===== src/rtl/txser_pkg.sv =====
package txser_pkg;

  typedef enum logic [1:0] {
    UI_FULL    = 2'b00,
    UI_HALF    = 2'b01,
    UI_QUARTER = 2'b10,
    UI_RSVD    = 2'b11
  } ui_mode_e;

  // UIs carried per word for a given selector; reserved code acts as full
  function automatic int unsigned ui_per_word(input logic [1:0] sel,
                                              input int unsigned full);
    case (sel)
      UI_HALF:    return full / 2;
      UI_QUARTER: return full / 4;
      default:    return full;
    endcase
  endfunction

endpackage


===== src/rtl/txser_phase.sv =====
module txser_phase #(
  parameter int WORD_W = 8,
  parameter int PH_W   = $clog2(WORD_W)
) (
  input  logic            clk,
  input  logic            rst,
  input  logic [1:0]      width_sel,
  output logic [PH_W-1:0] ph,
  output logic            at_start
);
  logic [PH_W-1:0] last_ph;

  assign last_ph  = PH_W'(txser_pkg::ui_per_word(width_sel, WORD_W) - 1);
  assign at_start = (ph == '0) && !rst;

  always_ff @(posedge clk) begin
    if (rst)                ph <= '0;
    else if (ph == last_ph) ph <= '0;
    else                    ph <= ph + 1'b1;
  end
endmodule


===== src/rtl/txser_wen.sv =====
module txser_wen #(
  parameter int WORD_W = 8,
  parameter int WEN_W  = WORD_W / 2,
  parameter int PH_W   = $clog2(WORD_W)
) (
  input  logic             clk,
  input  logic             rst,
  input  logic             at_start,
  input  logic [PH_W-1:0]  ph,
  input  logic [1:0]       width_sel,
  input  logic [WEN_W-1:0] wen_in,
  output logic             wen_bit,
  output logic             wen_off
);
  logic [WEN_W-1:0] held;
  logic [WEN_W-1:0] src;
  int unsigned      pick;

  always_ff @(posedge clk) begin
    if (rst)           held <= '0;
    else if (at_start) held <= wen_in;
  end

  // first UI of a word reads the vector straight from the input
  assign src     = at_start ? wen_in : held;
  assign wen_off = (width_sel == txser_pkg::UI_QUARTER);

  always_comb begin
    if (width_sel == txser_pkg::UI_HALF) pick = (int'(ph) / 2) * 2;
    else                                 pick = int'(ph) / 2;
    wen_bit = 1'b0;
    for (int j = 0; j < WEN_W; j++)
      if (pick == j) wen_bit = src[j];
  end
endmodule


===== src/rtl/txser_lane.sv =====
module txser_lane #(
  parameter int WORD_W   = 8,
  parameter int PH_W     = $clog2(WORD_W),
  parameter bit GATEABLE = 1'b1
) (
  input  logic              clk,
  input  logic              rst,
  input  logic              lane_rst,
  input  logic              at_start,
  input  logic [PH_W-1:0]   ph,
  input  logic [WORD_W-1:0] word,
  input  logic              wen_bit,
  input  logic              wen_off,
  input  logic              gate_en,
  input  logic              use_wen,
  input  logic              init_o,
  input  logic              init_t,
  input  logic              t_direct,
  output logic              ser_o,
  output logic              tri_o
);
  logic [WORD_W-1:0] held;
  logic              armed;
  logic              live;
  logic              act;
  logic              blocked;
  logic              cur_bit;
  logic              ser_q;
  logic              tz_q;

  assign live    = !(rst || lane_rst);
  assign act     = live && (at_start || armed);
  assign cur_bit = at_start ? word[0] : held[ph];
  assign blocked = GATEABLE && gate_en && !wen_off && !wen_bit;

  always_ff @(posedge clk) begin
    if (at_start) held <= word;
  end

  // a lane released mid-word waits for the next boundary
  always_ff @(posedge clk) begin
    if (!live)         armed <= 1'b0;
    else if (at_start) armed <= 1'b1;
  end

  always_ff @(posedge clk) begin
    ser_q <= (!act || blocked) ? init_o : cur_bit;
    tz_q  <= (!act || wen_off) ? init_t : !wen_bit;
  end

  assign ser_o = ser_q;
  assign tri_o = use_wen ? tz_q : (live ? t_direct : init_t);
endmodule


===== src/rtl/txser_top.sv =====
module txser_top #(
  parameter int NS          = 6,
  parameter int WORD_W      = 8,
  parameter int EXEMPT_LANE = 1
) (
  input  logic                   clk,
  input  logic                   rst,
  input  logic [NS-1:0]          slice_rst,
  input  logic [1:0]             width_sel,
  input  logic [NS-1:0]          tri_src,
  input  logic                   gate_en,
  input  logic [NS-1:0]          init_out,
  input  logic                   init_tri,
  input  logic [NS*WORD_W-1:0]   d,
  input  logic [WORD_W/2-1:0]    wen,
  input  logic [NS-1:0]          t_in,
  output logic                   word_strobe,
  output logic [NS-1:0]          ser_out,
  output logic [NS-1:0]          tri_out
);
  localparam int PH_W  = $clog2(WORD_W);
  localparam int WEN_W = WORD_W / 2;

  logic [PH_W-1:0] ph;
  logic            at_start;
  logic            wen_bit;
  logic            wen_off;

  txser_phase #(.WORD_W(WORD_W), .PH_W(PH_W)) u_phase (
    .clk(clk), .rst(rst), .width_sel(width_sel),
    .ph(ph), .at_start(at_start)
  );

  txser_wen #(.WORD_W(WORD_W), .WEN_W(WEN_W), .PH_W(PH_W)) u_wen (
    .clk(clk), .rst(rst), .at_start(at_start), .ph(ph),
    .width_sel(width_sel), .wen_in(wen),
    .wen_bit(wen_bit), .wen_off(wen_off)
  );

  for (genvar s = 0; s < NS; s++) begin : g_lane
    txser_lane #(
      .WORD_W(WORD_W), .PH_W(PH_W), .GATEABLE(s != EXEMPT_LANE)
    ) u_lane (
      .clk(clk), .rst(rst), .lane_rst(slice_rst[s]),
      .at_start(at_start), .ph(ph),
      .word(d[s*WORD_W +: WORD_W]),
      .wen_bit(wen_bit), .wen_off(wen_off), .gate_en(gate_en),
      .use_wen(tri_src[s]), .init_o(init_out[s]), .init_t(init_tri),
      .t_direct(t_in[s]), .ser_o(ser_out[s]), .tri_o(tri_out[s])
    );
  end

  assign word_strobe = at_start;
endmodule


===== config.mk =====
export PLATFORM = sky130hd
export DESIGN_NAME = txser_top
export DESIGN_NICKNAME = d
export VERILOG_FILES = /design/src/rtl/txser_pkg.sv /design/src/rtl/txser_phase.sv /design/src/rtl/txser_wen.sv /design/src/rtl/txser_lane.sv /design/src/rtl/txser_top.sv
export SDC_FILE = /design/constraint.sdc
export NUM_CORES = 1
export LEC_CHECK = 0
export ABC_AREA = 1
export BUFFER_PORTS_ARGS = -buffer_cell sky130_fd_sc_hd__buf_4
export CORE_MARGIN = 2
export CORE_UTILIZATION = 46
export DETAILED_ROUTE_END_ITERATION = 10
export PLACE_DENSITY = 0.75
export SLEW_MARGIN = 20
export SYNTH_ARGS = -nofsm -noshare
export SYNTH_HDL_FRONTEND = slang
export SYNTH_HIERARCHICAL = 1
export SYNTH_SLANG_ARGS = --single-unit

===== constraint.sdc =====
create_clock -name clk -period 5.33 [get_ports clk]
set_clock_uncertainty 0.1 [all_clocks]
set_input_delay 1.066 -clock clk [delete_from_list [all_inputs] [get_ports clk]]
set_output_delay 1.066 -clock clk [all_outputs]
set_load 0.005 [all_outputs]

After elaboration in Yosys (flattened, before gate mapping)
Index checks and enable logic that the tools add are counted.
- word-level logic and storage cells: 134
- ROM bits: 0
- flip-flop bits (word level): 73
- RAM bits: 0
- memories: 0
- input bits: 82
- output and inout port bits: 13
- latch bits: 0
- shifts and indexed selects: 0
- multipliers: 0
- $add $sub $neg: 2
- eq/ne operators: 6
- divide/modulo/power cells: 0
- reduce and logical (&&, ||, !) cells: 50
- magnitude comparators: 1
- bitwise operators: 0
- multiplexer cells: 49
- operators by type and width (cell ; number):
    2-to-1 mux 1 bit ; 40
    zero test 32 bit ; 1
    logical OR 1 bit ; 23
    binary-select mux 1 bit (select 3 bit) ; 6
    zero test 1 bit ; 15
    logical AND 1 bit ; 9
    == test 3 x 2 -> 1 bit (second input constant) ; 2
    case mux 3 bit (2 select lines) ; 1
    less-than comparator 3 x 4 -> 1 bit (second input constant) ; 1
    2-to-1 mux 4 bit ; 1
    adder 3 x 1 -> 3 bit (second input constant) ; 1
    == test 3 x 1 -> 1 bit (second input constant) ; 1
    == test 3 bit ; 1
    zero test 3 bit ; 1
    2-to-1 mux 3 bit ; 1
    subtractor 3 x 1 -> 3 bit (second input constant) ; 1
    == test 2 x 1 -> 1 bit (second input constant) ; 1
    == test 2 bit (second input constant) ; 1
    OR reduction 2 bit ; 1

Depth between registers and ports, before layout
- word-level depth: 11
- mapped depth: 14
- mapped depth without buffers: 14

By module
The synthesis kept the hierarchy.
- by module, submodules not included (module ; times used ; seq. area each (sq um) ; area each (sq um) ; cells an instance):
    txser_lane at g_lane[0].u_lane ... ; 5 ; 300.3 ; 473.0 ; 49
    txser_lane at g_lane[1].u_lane ; 1 ; 300.3 ; 451.7 ; 44
    txser_wen ; 1 ; 80.1 ; 237.7 ; 42
    txser_phase ; 1 ; 60.1 ; 190.2 ; 28

Least setup slack after synthesis
No wires, ideal clock.
- path kind: input to register
- start: input rst
- end: register g_lane[0].u_lane.ser_q
- path buffers: 0
- setup slack: 0.142 ns
- stages: 12
- arrival: 4.976 ns
- required time: 5.118 ns
- setup time: 0.112 ns
- cells stage by stage: inv_1 > nand2_1 > nor2_1 > nand2_1 > nand2_1 > nor2_1 > nor2_1 > nand3_1 > o21ai_2 > nor2_2 > nand2_1 > nand2_1
- cells in the longest elaborated chain, start to end: 11
- elaborated cells between the ends (all ways): 17
- those cells by class: mux: 7; reduce/logical: 10
- ends and longest elaborated chain (item ; RTL line ; text):
    start, declared ; txser_top.sv:7 ; input logic rst,
    zero test 1 bit * ; txser_phase.sv:14 ; assign at_start = (ph == '0) && !rst;
    logical AND 1 bit * ; txser_phase.sv:14 ;
    named net word_strobe ; txser_top.sv:17 ; output logic word_strobe,
    2-to-1 mux 4 bit * ; txser_wen.sv:25 ; assign src = at_start ? wen_in : held;
    2-to-1 mux 1 bit (3 in a row) ; txser_wen.sv:33 ; if (pick == j) wen_bit = src[j];
    2-to-1 mux 1 bit * ; txser_wen.sv:33 ;
    named net wen_bit ; txser_top.sv:26 ; logic wen_bit;
    zero test 1 bit * ; txser_lane.sv:34 ; assign blocked = GATEABLE && gate_en && !wen_off && !wen_bit;
    logical AND 1 bit * ; txser_lane.sv:34 ;
    logical OR 1 bit * ; txser_lane.sv:47 ; ser_q <= (!act || blocked) ? init_o : cur_bit;
    2-to-1 mux 1 bit * ; txser_lane.sv:47 ;
    end signal, assigned ; txser_lane.sv:47 ;
    end, declared ; txser_lane.sv:28 ; logic ser_q;
The timed path passes the listed nets; every way through them passes the cells marked *.
A chain may end at the register's enable or synchronous reset.

Final worst setup path
- start: register u_phase.ph[1]
- end: output word_strobe
- cells in the longest elaborated chain, start to end: 2
- ends and longest elaborated chain (item ; RTL line ; text):
    start, declared ; txser_phase.sv:8 ; output logic [PH_W-1:0] ph,
    start signal, assigned ; txser_phase.sv:19 ; else ph <= ph + 1'b1;
    zero test 3 bit ; txser_phase.sv:14 ;
    logical AND 1 bit ; txser_phase.sv:14 ;
    end, declared ; txser_top.sv:17 ;
Every way passes these cells.

==> out/results.ini <==
[setup_path]
critPathBufInv=2
cp_max_fo=27
crit_arrival_ns=2.11
critPathTopFamily=flip-flops
rr_worst_depth=14
critPathRequiredTime_ns=4.16
r2r_slack_ns=2.32
slowest_stage=dfxtp_1
cpPeakStageDelay_ns=0.99
end_kind=primary output
crit_path_start_kind=flip-flop
crit_type=flip-flop to primary output
worstPathCellList=inv_1 > ha_1 > nand2_1 > nor2_4 > buf_4
cp.depth=5

[floorplanning]
core_area_um2=6790
dieArea_um2=7740
rows=30
die_w_um=88.0
start_util_pct=47.8
fp.dieH_um=88.0
num_io_pins=95

[run_status]
status=finished, final reports clean

[final_layout]
area_growth_pct=32.9
drive_gt1_share_pct=32.9
finalNetCount=551
fillCellCount=578
final_design_area_no_fill_um2=4310
utilization_pct=63.5
n_antenna_cell=0

[synthesis]
synth_common_cells=108 x nand2_1, 48 x edfxtp_1, 40 x nand3_1
syn_inst=359
seq_area_frac_synth_pct=59.9
yosys.cell_count.top_type=nand2_1
synth-warning-count=6
ys_ff_latch=73
syn_nets=444
synth.avg_cell_area_um2=9.04
synth_flop_cell=edfxtp_1
synth_edf_count=48
synthArstFlopShare_pct=0
ys_types=20
synth_area_um2=3240
yosysTopAreaCell=edfxtp_1
synth_area_leaders=edfxtp_1 44%, dfxtp_1 15%, nand2_1 12%
yosysTopAreaCellShare_pct=44.4

[route]
avgRoutedWirePerCell_um=12.1
wirelength_mm=6.84
drtIter0Drc=134
drc_errors=0
firstDrtPassIters=5
drtAntennaViolNets=0
drt-vias-per-instance=4.68
vias=2654

[global_routing]
grt_overflow=0
grt_use_total_pct=18.9
grt_start_max_net_pins=51
grtUsageMet1_pct=23.1
grt_pass1_wl_mm=11.0
grt-busiest-layer=met2
use_met2_pct=30.6
met3_usage_pct=4.24
grt_pass1_vias=2473
antenna_found_initial=0

[clock_tree]
cts_setup_buffers=0
cts.path.max_buffers=2
clk_pin_slew_ns=0.08
cts_tree=done
htreeDepth=3
clkLatencyLatePin_ns=0.35
postCtsHoldBufs=0
numCtsBuffers=9
cts-root-buf=clkbuf_8
cts_sinks=73
cts_resized=0

[place]
dp_hpwl_mm=4.73
placed_area_um2=4090
place.gp.congestion=0.854
io_buffers=94

[timing]
min_period_ns=3.27
fin_tns_setup_ns=0
relSlewSlack_pct=33.0
fin_crit_sh_pct=61.4
setup_viol=0
finalMaxSlewViolations=0
timing.fmax_mhz=305
rsz0062_at_grt=false
worstMarginPinSlew_ns=1.00
report.final.hold_viol_count=0

[run]
drv_cap=0

[pwr]
p_leak_nw=1.93
vdd_drop_max_mv=0.251
p_per_area_nw_per_um2=324

[min_path]
hold_path.class=flip-flop to flip-flop
holdPathStages=2

-- registers in the layout, indices dropped and copies added, names as in the netlist --
name	cells
g_lane.u_lane/held	48
g_lane.u_lane/armed	6
g_lane.u_lane/ser_o	6
g_lane.u_lane/tz_q	6
u_wen/held	4
u_phase/ph	3
-- report_power, final --
group          internal [mW]  total, mW  switching (mW)
sequential             0.661      0.687          0.0263
combinational          0.105      0.235           0.130
clock                  0.263      0.477           0.214
total                   1.03       1.40           0.370
-- placed cells by master (no fill, tap or decap), types with 3 or more instances in the layout --
cell type  Yosys  routed
nand2_2        6       6
nand2_1      108     108
dfxtp_1       25      25
nor2_1        33      32
inv_2         18      18
o21ai_2        6       6
a21oi_1        7       7
o31ai_1        6       6
buf_4          0      96
nand3b_1       6       6
nand3_1       40      40
edfxtp_1      48      48
ha_1           3       3
o21ai_1        5       5
nor2_2        12      12
clkbuf_8       0       9
inv_1         30      30
-- kinds of logic after synthesis --
logic type | synth area share [%]
AO/OA/AOI/OAI | 5.09
XOR/XNOR | 0.270
adder cells (fa/ha/maj) | 1.16
buffers and inverters | 5.55
flip-flops | 59.9
AND/OR/NAND/NOR | 28.1
-- worst paths after layout --
path | start | to
worst min-delay path | g_lane[1].u_lane/armed | g_lane[1].u_lane/armed
worst min register to register | g_lane[1].u_lane/armed | g_lane[1].u_lane/armed
worst max-delay path | u_phase/ph[1] | word_strobe
worst max register to register | u_phase/ph[1] | g_lane[3].u_lane/ser_o
-- worst min-delay path: stages, from the launching register on --
cell and delay (ns):
dfxtp_1 0.33, o21ai_2 0.09, inv_1 0.05
-- per-layer routing --
metal	share of wire [%]	up-vias
met2	49	89
met5	0	-
li1	-	1385
met4	1.8	0
met1	42	1166
met3	7.4	14
-- through the flow --
step | setup WS (ns) | power, mW | hold slack (ns) | instances
finish | 2.06 | 1.40 | 0.403 | 567
global route | 1.89 | 1.47 | 0.411 | 567
CTS | 2.02 | 1.41 | 0.397 | 567
detailed placement | 2.11 | 0.936 | 0.385 | 551
global placement | 2.13 | 0.930 | 0.363 | 551
floorplan | 0.142 | 0.835 | 0.342 | 359
-- final cells by class --
| cell class | count | area [um2] | area share (%) |
|---|---|---|---|
| Timing Repair Buffer | 96 | 721 | 16.7 |
| Multi-Input combinational cell | 238 | 1130 | 26.2 |
| Inverter | 48 | 180 | 4.18 |
| Clock buffer | 9 | 124 | 2.87 |
| Sequential cell | 73 | 1940 | 45.0 |
| Clock inverter | 7 | 95.1 | 2.21 |
| Tap cell | 96 | 120 | 2.79 |
No activity file was read; power rests on OpenSTA's default activity.
